## src/rtl/dfl_pkg.sv

```systemverilog
package dfl_pkg;
    localparam int REG_W  = 16;
    localparam int POLY_N = 8;
    localparam int SEL_W  = $clog2(POLY_N);

    typedef logic [REG_W-1:0] state_t;
    typedef logic [SEL_W-1:0] sel_t;

    typedef enum logic {
        PH_IDLE = 1'b0,
        PH_RUN  = 1'b1
    } phase_e;

    // tap masks: bit e set when x^e is a term below x^16
    localparam state_t TAP_TABLE [POLY_N] = '{
        16'h08E3,
        16'h08F1,
        16'h08FB,
        16'h0C69,
        16'h0861,
        16'h2C61,
        16'h0C63,
        16'h0C7B
    };
endpackage

```

## src/rtl/dfl_poly_rom.sv

```systemverilog
module dfl_poly_rom
    import dfl_pkg::*;
(
    input  sel_t   sel,
    output state_t taps
);
    assign taps = TAP_TABLE[sel];
endmodule

```

## src/rtl/dfl_round_ctr.sv

```systemverilog
module dfl_round_ctr
    import dfl_pkg::*;
#(
    parameter int ROUND_LEN = 15
) (
    input  logic clk,
    input  logic rst_n,
    input  logic clear,
    input  logic step,
    input  logic rnd,
    output sel_t sel
);
    localparam int CW = (ROUND_LEN > 1) ? $clog2(ROUND_LEN) : 1;
    localparam logic [CW-1:0] LAST = CW'(ROUND_LEN - 1);

    logic [CW-1:0] cnt_q;
    sel_t          sel_q;

    always_ff @(posedge clk or negedge rst_n) begin
        if (!rst_n) begin
            cnt_q <= '0;
            sel_q <= '0;
        end else if (clear) begin
            cnt_q <= '0;
            sel_q <= '0;
        end else if (step) begin
            if (cnt_q == LAST) begin
                cnt_q <= '0;
                sel_q <= sel_q + sel_t'(rnd);
            end else begin
                cnt_q <= cnt_q + 1'b1;
            end
        end
    end

    assign sel = sel_q;
endmodule

```

## src/rtl/dfl_shift_reg.sv

```systemverilog
module dfl_shift_reg
    import dfl_pkg::*;
(
    input  logic   clk,
    input  logic   rst_n,
    input  logic   load,
    input  state_t key,
    input  logic   step,
    input  state_t taps,
    input  logic   inj,
    output state_t state
);
    state_t st_q;
    state_t tapped;
    logic   fb;

    genvar gi;
    generate
        for (gi = 0; gi < REG_W; gi++) begin : g_tap
            assign tapped[gi] = st_q[gi] & taps[gi];
        end
    endgenerate

    assign fb = (^tapped) ^ inj;

    always_ff @(posedge clk or negedge rst_n) begin
        if (!rst_n) begin
            st_q <= '0;
        end else if (load) begin
            st_q <= key;
        end else if (step) begin
            st_q <= {fb, st_q[REG_W-1:1]};
        end
    end

    assign state = st_q;
endmodule

```

## src/rtl/dfl_lfsr16.sv

```systemverilog
module dfl_lfsr16
    import dfl_pkg::*;
#(
    parameter int ROUND_LEN = 15
) (
    input  logic             clk,
    input  logic             rst_n,
    input  logic             step_en,
    input  logic             load_en,
    input  logic [REG_W-1:0] load_key,
    input  logic             rnd_bit,
    input  logic             init_mode,
    input  logic             inj_bit,
    output logic             out_hi,
    output logic             out_lo
);
    phase_e phase_q, phase_d;
    logic   running;
    logic   step_go;
    logic   inj_go;
    sel_t   poly_sel;
    state_t taps;
    state_t state;

    always_comb begin
        phase_d = phase_q;
        unique case (phase_q)
            PH_IDLE: if (load_en) phase_d = PH_RUN;
            PH_RUN:  phase_d = PH_RUN;
        endcase
    end

    always_ff @(posedge clk or negedge rst_n) begin
        if (!rst_n) phase_q <= PH_IDLE;
        else        phase_q <= phase_d;
    end

    always_comb begin
        running = 1'b0;
        unique case (phase_q)
            PH_IDLE: running = 1'b0;
            PH_RUN:  running = 1'b1;
        endcase
        step_go = running & step_en & ~load_en;
        inj_go  = init_mode & inj_bit;
    end

    dfl_round_ctr #(.ROUND_LEN(ROUND_LEN)) u_ctr (
        .clk   (clk),
        .rst_n (rst_n),
        .clear (load_en),
        .step  (step_go),
        .rnd   (rnd_bit),
        .sel   (poly_sel)
    );

    dfl_poly_rom u_rom (
        .sel  (poly_sel),
        .taps (taps)
    );

    dfl_shift_reg u_sr (
        .clk   (clk),
        .rst_n (rst_n),
        .load  (load_en),
        .key   (load_key),
        .step  (step_go),
        .taps  (taps),
        .inj   (inj_go),
        .state (state)
    );

    assign out_hi = state[REG_W-1];
    assign out_lo = state[0];
endmodule

```

## config.mk

```make
export PLATFORM = sky130hd
export DESIGN_NAME = dfl_lfsr16
export DESIGN_NICKNAME = d
export VERILOG_FILES = /design/src/rtl/dfl_pkg.sv /design/src/rtl/dfl_poly_rom.sv /design/src/rtl/dfl_round_ctr.sv /design/src/rtl/dfl_shift_reg.sv /design/src/rtl/dfl_lfsr16.sv
export SDC_FILE = /design/constraint.sdc
export NUM_CORES = 1
export LEC_CHECK = 0
export BUFFER_PORTS_ARGS = -buffer_cell sky130_fd_sc_hd__buf_2
export CAP_MARGIN = 20
export CORE_MARGIN = 2
export CORE_UTILIZATION = 55
export DETAILED_ROUTE_END_ITERATION = 10
export MAX_ROUTING_LAYER = met4
export PLACE_DENSITY = 0.81
export SLEW_MARGIN = 15
export SYNTH_ARGS = -nofsm -noshare
export SYNTH_HDL_FRONTEND = slang
export SYNTH_SLANG_ARGS = --single-unit
```

## constraint.sdc

```tcl
create_clock -name clk -period 2.7 [get_ports clk]
set_clock_uncertainty 0.15 [all_clocks]
set_input_delay 0.675 -clock clk [delete_from_list [all_inputs] [get_ports clk]]
set_output_delay 0.675 -clock clk [all_outputs]
set_load 0.01 [all_outputs]
```

==> results of run 1 <==
==> flip-flops by register name, indices dropped and copies added, names as in the netlist <==
signal	count
u_ctr.cnt_q	4
u_ctr.sel	3
phase_q	1
u_sr.state	16
==> area by class of cell <==
cell class,count,share of cell area
inverter,4,0.00952
tap,30,0.0238
sequential,24,0.381
multi-input combinational,108,0.482
clock buffer,4,0.0230
timing repair buffer,25,0.0810
==> worst max-delay path, delay by kind of cell, from the launching register on <==
kind / cells / cell delay [ps]
adder cells (fa/ha/maj): 1 / 260
XOR/XNOR: 2 / 480
multiplexers: 2 / 420
flip-flops: 1 / 460
AND/OR/NAND/NOR: 2 / 160
==> worst min path at each step <==
stage,endpoint,startpoint,slack (ps)
after detailed placement,phase_q$_DFF_PN0_,phase_q$_DFF_PN0_,390
after CTS,u_sr.state[12]$_DFFE_PN0P_,rst_n,170
final,u_sr.state[12]$_DFFE_PN0P_,rst_n,150
after global routing,u_sr.state[12]$_DFFE_PN0P_,rst_n,190
after floorplan,phase_q$_DFF_PN0_,rst_n,230
after global placement,phase_q$_DFF_PN0_,phase_q$_DFF_PN0_,380
==> routing by layer <==
layer | vias up | wire length, um | share of wire | global-route usage
li1 | 539 | - | - | -
met1 | 512 | 1140 | 0.46 | 0.275
met2 | 18 | 1210 | 0.49 | 0.339
met3 | 5 | 66 | 0.027 | 0.0328
met4 | 0 | 49 | 0.020 | 0.0875
met5 | - | 0 | 0 | -
==> cells by family (layout without fill, tap and decap cells) <==
group	count (synthesis)	count (layout)	share of synthesized area
compound gates	28	28	0.113
flops	24	24	0.426
fa+ha+maj	8	8	0.0710
buf+inv	11	33	0.0355
mux	19	19	0.138
simple gates	46	46	0.158
xor+xnor	7	7	0.0586
==> power groups by stage <==
stage                     registers, mW  clock network, mW  logic (mW)
after global placement            0.423                  0       0.137
after floorplan                   0.418                  0      0.0999
after CTS                         0.417              0.196       0.143
final                             0.418              0.189       0.141
after detailed placement          0.424                  0       0.142
after global routing              0.422              0.210       0.158
==> metrics by stage <==
step	std cells	util
global placement	191	0.627
CTS	195	0.642
detailed placement	191	0.627
floorplan	143	-
finish	195	0.642
global route	195	0.642
==> placed cells by master (no fill, tap or decap) <==
master / Yosys / layout
a311oi_1: 1 / 1
mux2_4: 1 / 1
xor2_1: 1 / 1
nand2_2: 1 / 1
xor2_2: 1 / 1
or3_1: 1 / 1
xnor3_1: 1 / 1
o211ai_1: 1 / 1
ha_1: 8 / 8
xnor2_1: 4 / 4
nand2b_1: 2 / 2
nand3b_1: 2 / 2
mux2i_1: 18 / 18
a21oi_1: 6 / 6
clkbuf_4: 0 / 3
nor3_1: 3 / 3
nand4b_1: 1 / 1
inv_1: 4 / 4
or2_2: 1 / 1
a41o_1: 1 / 1
dfrtp_1: 24 / 24
clkbuf_8: 0 / 1
and3_1: 2 / 2
nand3_1: 3 / 3
nor2_1: 7 / 7
a31oi_2: 1 / 1
and3b_1: 1 / 1
nand2_1: 20 / 20
buf_4: 0 / 1
o21ai_0: 18 / 18
nor3b_1: 2 / 2
buf_2: 1 / 24
==> impl_metrics.env, run 1 <==
export IMPL_critPathLaunch="u_ctr.sel[0]$_DFFE_PN0P_"
export IMPL_crit_slowest_cell="dfrtp_1"
export IMPL_synthToLayoutAreaGrowth_pct=11.8
export IMPL_clk_pin_slew_ps=130
export IMPL_coreArea_um2=2450
export IMPL_rows=18
export IMPL_drive_gt1_frac=0.206
export IMPL_dp_slack_ps=664
export IMPL_p_per_area_nw_per_um2=474
export IMPL_grt_max_degree=43
export IMPL_place_area_um2=1540
export IMPL_globalplace_congestion=0.846
export IMPL_fin_area_um2=1580
export IMPL_critical_path_class="register to register"
export IMPL_critPathMaxStageDelay_ps=460
export IMPL_diodes=0
export IMPL_drv_cap=0
export IMPL_dieArea_um2=2980
export IMPL_synthFlopType="dfrtp_1"
export IMPL_netSwitchingPower_mw=0.200
export IMPL_regArea_um2=601
export IMPL_synth_area_um2=1410
export IMPL_vias=1074
export IMPL_synth_cells=143
export IMPL_p_seq_frac=0.559
export IMPL_cts_max_level=1
export IMPL_cts_buffers=3
export IMPL_clk_insertion_delay_late_ps=320
export IMPL_cts_sinks=24
export IMPL_synth_warnings=0
export IMPL_track_usage=0.215
export IMPL_cts_hold_fix_buffers=0
export IMPL_grt_pass1_wl_mm=4.44
export IMPL_arrival_ps=2100
export IMPL_setup_viol=0
export IMPL_synth_area_leaders="dfrtp_1 (43%), mux2i_1 (13%), ha_1 (7.1%)"
export IMPL_rrSetupSlack_ps=660
export IMPL_grt_overflow=0
export IMPL_r2r_end="u_sr.state[15]$_DFFE_PN0P_"
export IMPL_start_kind="register"
export IMPL_worst_slew_pin_slew_ps=600
export IMPL_power_leakage_nw=0.761
export IMPL_setup_slack_ps=664
export IMPL_wl_per_cell_um=12.6
export IMPL_n_fill_cell=211
export IMPL_clockBufferDepth=2
export IMPL_nets=197
export IMPL_ys_types=32
export IMPL_grt_pass1_vias=1032
export IMPL_setup_tns_ps=0
export IMPL_endpoint="u_sr.state[15]$_DFFE_PN0P_"
export IMPL_slew_headroom=0.600
export IMPL_die_w_um=54.6
export IMPL_drt_total_wl_mm=2.46
export IMPL_drtAntennaViolNets=0
export IMPL_critPathRequiredTime_ps=2760
export IMPL_r2r_cells=7
export IMPL_initial_core_util=0.574
export IMPL_path_max_fanout=6
export IMPL_dr_pass1_iters=4
export IMPL_clock_fmax_ghz=0.491
export IMPL_synth_top_area_share=0.426
export IMPL_vias_per_cell=5.51
export IMPL_outcome="completed"
export IMPL_first_iter_violations=7
export IMPL_antenna_found_initial=0
export IMPL_worstReg2RegStart="u_ctr.sel[0]$_DFFE_PN0P_"
export IMPL_switching_share=0.267
export IMPL_ir_drop_v=0.000388
export IMPL_finalPower_mw=0.747
export IMPL_synthArstFlopShare=1.00
export IMPL_cts_repair_resized=0
export IMPL_slew_viol_final=0
export IMPL_fp_dieH_um=54.6
export IMPL_yosysMostFrequentCell="dfrtp_1"
export IMPL_route_detailed_drc=0
export IMPL_pwr_share_comb=0.189
export IMPL_p_int_mw=0.547
export IMPL_synth_edf_count=0
export IMPL_pwr_share_clk=0.253
export IMPL_synthTopCellsByCount="dfrtp_1 (24), nand2_1 (20), mux2i_1 (18), o21ai_0 (18), ha_1 (8)"
export IMPL_multi_input_area_um2=759
export IMPL_hp_class="primary input to async pin"
export IMPL_ys_seq_area_frac=0.426
export IMPL_path_cells="ha_1 > mux2_4 > nand2_2 > xor2_2 > xnor3_1 > mux2i_1 > nand3_1"
export IMPL_synth_seq_cells=24
export IMPL_synth_area_leader_cell="dfrtp_1"
export IMPL_syn_num_nets=174
export IMPL_rsz0062_at_grt="false"
export IMPL_min_period_over_period=0.754
export IMPL_hold_ws_ps=153
export IMPL_hpwl_mm=1.84
export IMPL_ios=25
export IMPL_postCtsSetupBuffers=0
export IMPL_cts_tree="yes"
export IMPL_syn_avg_cell_area_um2=9.86
export IMPL_fin_crit_ps=2040
export IMPL_finalHoldViolCount=0
export IMPL_cts_root_buf="clkbuf_4"
export IMPL_port_buffers=24
export IMPL_endpoint_kind="register"
(Power assumes the default switching activity.)
==> run 2: changes to the inputs <==
- ABC_AREA: unset -> 1
- PLACE_DENSITY: 0.81 -> 0.8
- clock period: 2.7 -> 1.9 ns (I/O delays scaled with it)
==> run 2 against run 1 <==
- count of clock-buffer cells in the layout stayed put
- cell area is 10% higher
- combinational power grew to 3.0 times the previous value
- final cell count is 29% higher
- sequential power is 53% higher
- die area is 3.7% higher
- non-clock buffer count is 2 higher
- critical path depth is 6 higher
- wire length is 36% higher
- total power is 79% higher
- fmax is 11% higher
- worst hold slack better by 41 ps
- critical path type unchanged
- critical endpoint unchanged
- largest cell class unchanged
==> impl_metrics.env, run 2 <==
export IMPL_finalHoldViolCount=0
export IMPL_pwr_share_comb=0.312
export IMPL_cts_root_buf="clkbuf_4"
export IMPL_synth_warnings=0
export IMPL_grt_pass1_vias=1271
export IMPL_final_cells=251
export IMPL_synth_simple_gate_area_share=0.306
export IMPL_final_cell_mix="nand2_1 (39), buf_2 (24), dfrtp_1 (22)"
export IMPL_grt_pass1_wl_mm=5.44
export IMPL_switching_share=0.354
export IMPL_antenna_found_initial=0
export IMPL_slew_viol_final=0
export IMPL_ios=25
export IMPL_ir_drop_v=0.000610
export IMPL_drive_gt1_frac=0.303
export IMPL_globalplace_congestion=0.809
export IMPL_crit_slowest_cell="dfrtp_1"
export IMPL_synth_compound_area_frac=0.113
export IMPL_fp_dieH_um=55.6
export IMPL_critPathMaxStageDelay_ps=460
export IMPL_synth_xor_area_frac=0.00597
export IMPL_die_w_um=55.6
export IMPL_synthToLayoutAreaGrowth_pct=18.6
export IMPL_crit_buf_inv=2
export IMPL_track_usage=0.222
export IMPL_endpoint_kind="register"
export IMPL_path_delay_family="simple AND/OR/NAND/NOR gates"
export IMPL_fin_crit_ps=1830
export IMPL_critical_path_class="register to register"
export IMPL_rows=18
export IMPL_clk_insertion_delay_late_ps=330
export IMPL_cts_buffers=3
export IMPL_setup_viol=0
export IMPL_wl_per_cell_um=13.4
export IMPL_synth_area_leaders="dfrtp_1 (41%), nand2_1 (12%), ha_1 (6.8%)"
export IMPL_synthFlopType="dfrtp_1"
export IMPL_dieArea_um2=3100
export IMPL_rsz0062_at_grt="true"
export IMPL_port_buffers=24
export IMPL_drv_cap=0
export IMPL_synth_area_leader_cell="dfrtp_1"
export IMPL_worst_slew_pin_slew_ps=552
export IMPL_path_cells="buf_6 > ha_2 > inv_1 > nand2_2 > nand2_2 > nor2_2 > nand3_2 > nand2_1 > nand2_2 > nand3_1 > nand3_1 > nand2_1 > nand2_1"
export IMPL_cts_tree="yes"
export IMPL_n_fill_cell=198
export IMPL_synth_cells=194
export IMPL_final_common_cell="nand2_1"
export IMPL_largest_reg_flops=16
export IMPL_hold_ws_ps=195
export IMPL_setup_slack_ps=72.6
export IMPL_yosysMostFrequentCell="nand2_1"
export IMPL_pwr_share_clk=0.210
export IMPL_slew_headroom=0.632
export IMPL_cts_sinks=24
export IMPL_grt_max_degree=25
export IMPL_ys_seq_area_frac=0.410
export IMPL_initial_core_util=0.587
export IMPL_start_kind="register"
export IMPL_synth_top_family_by_area="simple AND/OR/NAND/NOR gates"
export IMPL_syn_avg_cell_area_um2=7.56
export IMPL_vias=1368
export IMPL_power_leakage_nw=0.887
export IMPL_clock_fmax_ghz=0.547
export IMPL_netSwitchingPower_mw=0.474
export IMPL_vias_per_cell=5.45
export IMPL_critPathRequiredTime_ps=1990
export IMPL_diodes=0
export IMPL_clk_pin_slew_ps=140
export IMPL_clockBufferDepth=2
export IMPL_path_max_fanout=4
export IMPL_nets=253
export IMPL_synthTopCellsByCount="nand2_1 (45), dfrtp_1 (24), inv_1 (23), nor2_1 (21), nand3_1 (15)"
export IMPL_outcome="completed"
export IMPL_cts_max_level=1
export IMPL_coreArea_um2=2500
export IMPL_first_iter_violations=58
export IMPL_synth_area_um2=1470
export IMPL_hp_class="primary input to register"
export IMPL_dp_slack_ps=42.1
export IMPL_setup_tns_ps=0
export IMPL_yosys_area_share_adder=0.0683
export IMPL_synth_edf_count=0
export IMPL_p_seq_frac=0.478
export IMPL_critPathLaunch="u_ctr.sel[1]$_DFFE_PN0P_"
export IMPL_grt_overflow=0
export IMPL_min_period_over_period=0.962
export IMPL_syn_num_nets=225
export IMPL_synth_top_area_share=0.410
export IMPL_worstReg2RegStart="u_ctr.sel[1]$_DFFE_PN0P_"
export IMPL_synthMuxAreaShare=0
export IMPL_hpwl_mm=2.26
export IMPL_drt_total_wl_mm=3.35
export IMPL_route_detailed_drc=0
export IMPL_drtAntennaViolNets=0
export IMPL_arrival_ps=1920
export IMPL_synthArstFlopShare=1.00
export IMPL_ys_types=24
export IMPL_placed_cells=245
export IMPL_p_int_mw=0.866
export IMPL_p_per_area_nw_per_um2=770
export IMPL_dr_pass1_iters=4
export IMPL_min_delay_start="load_key[14]"
export IMPL_synth_seq_cells=24
-- run 2: path summary, 6_finish.rpt --
path	endpoint	slack, ps	cells after the start
hold / removal	u_sr.state[14]$_DFFE_PN0P_	190	3
setup / recovery	u_sr.state[15]$_DFFE_PN0P_	70	13
max in group asynchronous	u_ctr.sel[0]$_DFFE_PN0P_	710	2
min in group asynchronous	u_ctr.cnt_q[0]$_DFFE_PN0P_	490	2
setup reg to reg	u_sr.state[15]$_DFFE_PN0P_	70	13
hold reg to reg	phase_q$_DFF_PN0_	350	1
-- run 2: per-stage QoR --
step | cell area [um^2] | total power, mW | util
4_1_cts | 1640 | 1.28 | 0.657
2_1_floorplan | 1470 | 0.888 | -
3_5_place_dp | 1600 | 0.995 | 0.639
6_report | 1740 | 1.34 | 0.696
3_3_place_gp | 1600 | 0.969 | 0.639
5_1_grt | 1740 | 1.43 | 0.696
-- run 2: cell type report --
class                   instances  area [um^2]  area share
multi-input cells             138          806       0.463
flip-flops and latches         24          603       0.347
repair buffers                 27          149      0.0856
inverters                      28          108      0.0619
well taps                      30         37.5      0.0216
clock buffers                   4         36.3      0.0209
-- run 2: repair_timing --
action	CTS	global route
gates resized for setup	0	24
setup endpoints to repair	0	1
hold endpoints to repair	24	0
buffers inserted	0	1
hold buffers	1	0
-- run 2: per-layer routing --
metal	up-vias	wire, um	global-route usage
li1	675	-	-
met1	634	1400	0.277
met2	48	1740	0.376
met3	11	155	0.0326
met4	0	62	0.0627
met5	-	0	-
-- run 2: cell families after synthesis --
group	count (synthesis)
adder cells (fa/ha/maj)	8
AND/OR/NAND/NOR	100
AO/OA/AOI/OAI	29
buffers and inverters	32
flip-flops	24
XOR/XNOR	1
-- run 2: power groups by stage --
stage	Clock, mW	Combinational [mW]	Sequential [mW]
after floorplan	0	0.257	0.632
after global placement	0	0.331	0.638
after detailed placement	0	0.353	0.642
after CTS	0.286	0.357	0.632
after global routing	0.303	0.474	0.650
final	0.281	0.418	0.640
-- run 2: tightest hold or removal path, cell delays in order --
cell     delay, ps
buf_2           70
nand2_1         40
o21ai_0         60
==> run 3: changes to the inputs <==
- ABC_AREA: 1 -> unset
- CORE_MARGIN: 2 -> unset
- PLACE_DENSITY: 0.8 -> 0.81
==> run 3 against run 2 <==
- die area decreased by 10%
- sequential cell count did not move
- via count shrank 17%
- largest cell class unchanged
- global-route usage is 2.4 points higher
- setup slack got worse by 72 ps
- clock power grew 36%
- critical path type unchanged
- highest routed layer unchanged
- core utilization grew 3.6 points
- non-clock buffer count is 6 higher
- sequential share of layout area is 0.87 points higher
==> impl_metrics.env, run 3 (synthesis gave the netlist of run 1 again) <==
export IMPL_diodes=0
export IMPL_worst_slew_pin_slew_ps=524
export IMPL_clockBufferDepth=2
export IMPL_drive_gt1_frac=0.289
export IMPL_finalPower_mw=1.19
export IMPL_highest_layer="met4"
export IMPL_setup_tns_ps=0
export IMPL_start_kind="register"
export IMPL_die_w_um=52.6
export IMPL_cp_depth=7
export IMPL_antenna_found_initial=0
export IMPL_first_iter_violations=36
export IMPL_vias=1136
export IMPL_utilization=0.732
export IMPL_hold_ws_ps=192
export IMPL_hpwl_mm=2.00
export IMPL_rsz0062_at_grt="true"
export IMPL_track_usage=0.246
export IMPL_coreArea_um2=2320
export IMPL_critPathMaxStageDelay_ps=510
export IMPL_fin_area_um2=1700
export IMPL_grt_max_degree=28
export IMPL_slew_viol_final=0
export IMPL_initial_core_util=0.608
export IMPL_ir_drop_v=0.000749
export IMPL_clock_fmax_ghz=0.526
export IMPL_final_cell_mix="buf_2 (24), dfrtp_1 (22), nand2_1 (20)"
export IMPL_whs_path_depth=3
export IMPL_drtAntennaViolNets=0
export IMPL_drt_total_wl_mm=2.96
export IMPL_r2r_cells=7
export IMPL_slew_headroom=0.650
export IMPL_clk_insertion_delay_late_ps=330
export IMPL_path_cells="buf_4 > and3b_1 > a311oi_2 > a41o_1 > nor3b_1 > mux2i_1 > nand3_1"
export IMPL_dr_pass1_iters=4
export IMPL_path_max_fanout=7
export IMPL_largest_reg_flops=16
export IMPL_fp_dieH_um=52.6
export IMPL_regArea_um2=603
export IMPL_globalplace_congestion=0.893
export IMPL_cts_sinks=24
export IMPL_final_cells=201
export IMPL_path_delay_family="flip-flops"
export IMPL_dp_slack_ps=-65.4
export IMPL_wl_per_cell_um=14.7
export IMPL_clk_pin_slew_ps=140
export IMPL_outcome="completed"
export IMPL_grt_overflow=0
export IMPL_power_leakage_nw=0.813
export IMPL_place_area_um2=1590
export IMPL_dieArea_um2=2770
export IMPL_finalHoldViolCount=0
export IMPL_crit_slowest_cell="dfrtp_1"
export IMPL_drv_cap=0
export IMPL_cts_tree="yes"
export IMPL_cts_max_level=1
export IMPL_n_fill_cell=163
export IMPL_grt_pass1_wl_mm=4.75
export IMPL_met1_length_mm=1.31
export IMPL_setup_viol=0
export IMPL_cts_buffers=3
export IMPL_grt_pass1_vias=1128
export IMPL_nets=205
export IMPL_synthToLayoutAreaGrowth_pct=20.3
export IMPL_port_buffers=24
export IMPL_ios=25
export IMPL_p_per_area_nw_per_um2=704
export IMPL_critical_path_class="register to register"
export IMPL_dr_wl_met3_um=142
export IMPL_rows=17
export IMPL_endpoint_kind="register"
export IMPL_placed_cells=193
export IMPL_crit_buf_inv=1
export IMPL_critPathRequiredTime_ps=2030
export IMPL_fin_crit_ps=1900
export IMPL_arrival_ps=2030
export IMPL_final_common_cell="buf_2"
export IMPL_hp_class="primary input to register"
export IMPL_setup_slack_ps=0.476
export IMPL_multi_input_area_um2=788
export IMPL_cts_root_buf="clkbuf_4"
export IMPL_route_detailed_drc=0
export IMPL_dr_wl_met2_mm=1.41
export IMPL_min_period_over_period=1.00
export IMPL_vias_per_cell=5.65
[run 3: cell types whose count changed in the layout (fill, tap and decap cells not counted), sizes merged, moves of 4 or more]
cell   change
nand3     -12
mux2i     +18
inv       -24
xnor2      +4
o22ai      -9
buf        +6
o21ai      +9
nor2      -19
nand2     -29
[run 3: final timing paths]
kind / from / endpoint / slack (ps)
worst max register to register: u_ctr.sel[2]$_DFFE_PN0P_ / u_sr.state[15]$_DFFE_PN0P_ / 0.5
worst min-delay path: load_key[1] / u_sr.state[1]$_DFFE_PN0P_ / 190
worst min register to register: u_sr.state[8]$_DFFE_PN0P_ / u_sr.state[7]$_DFFE_PN0P_ / 430
min in group asynchronous: rst_n / u_ctr.cnt_q[2]$_DFFE_PN0P_ / 480
worst max-delay path: u_ctr.sel[2]$_DFFE_PN0P_ / u_sr.state[15]$_DFFE_PN0P_ / 0.5
max in group asynchronous: rst_n / u_ctr.sel[1]$_DFFE_PN0P_ / 730
[run 3: power breakdown]
part	switching, mW	internal, mW
combinational	0.0966	0.119
sequential	0.0452	0.553
clock	0.167	0.213
[run 3: cell type report]
cell class / instances / area share
timing repair buffer: 33 / 0.119
inverter: 4 / 0.00885
multi-input combinational: 108 / 0.465
tap: 28 / 0.0206
clock buffer: 3 / 0.0133
sequential: 24 / 0.355
clock inverter: 1 / 0.0177
[run 3: tightest hold or removal path, stage by stage]
cell and delay [ps]:
buf_2 70, nand2_1 40, o21ai_0 60
[run 3: layer usage]
metal  vias to the layer above  global-route usage
met5                         -                   -
met2                        34               0.403
met1                       534               0.287
met4                         0              0.0921
li1                        554                   -
met3                        14              0.0667
[run 3: timing repair]
action / 4_1_cts / 5_1_grt
hold buffers: 1 / 0
setup buffers: 3 / 0
endpoints found under the setup margin: 1 / 1
resized for setup: 4 / 3
cloned: 0 / 0
endpoints found under the hold margin: 24 / 0
pin swaps: 2 / 0
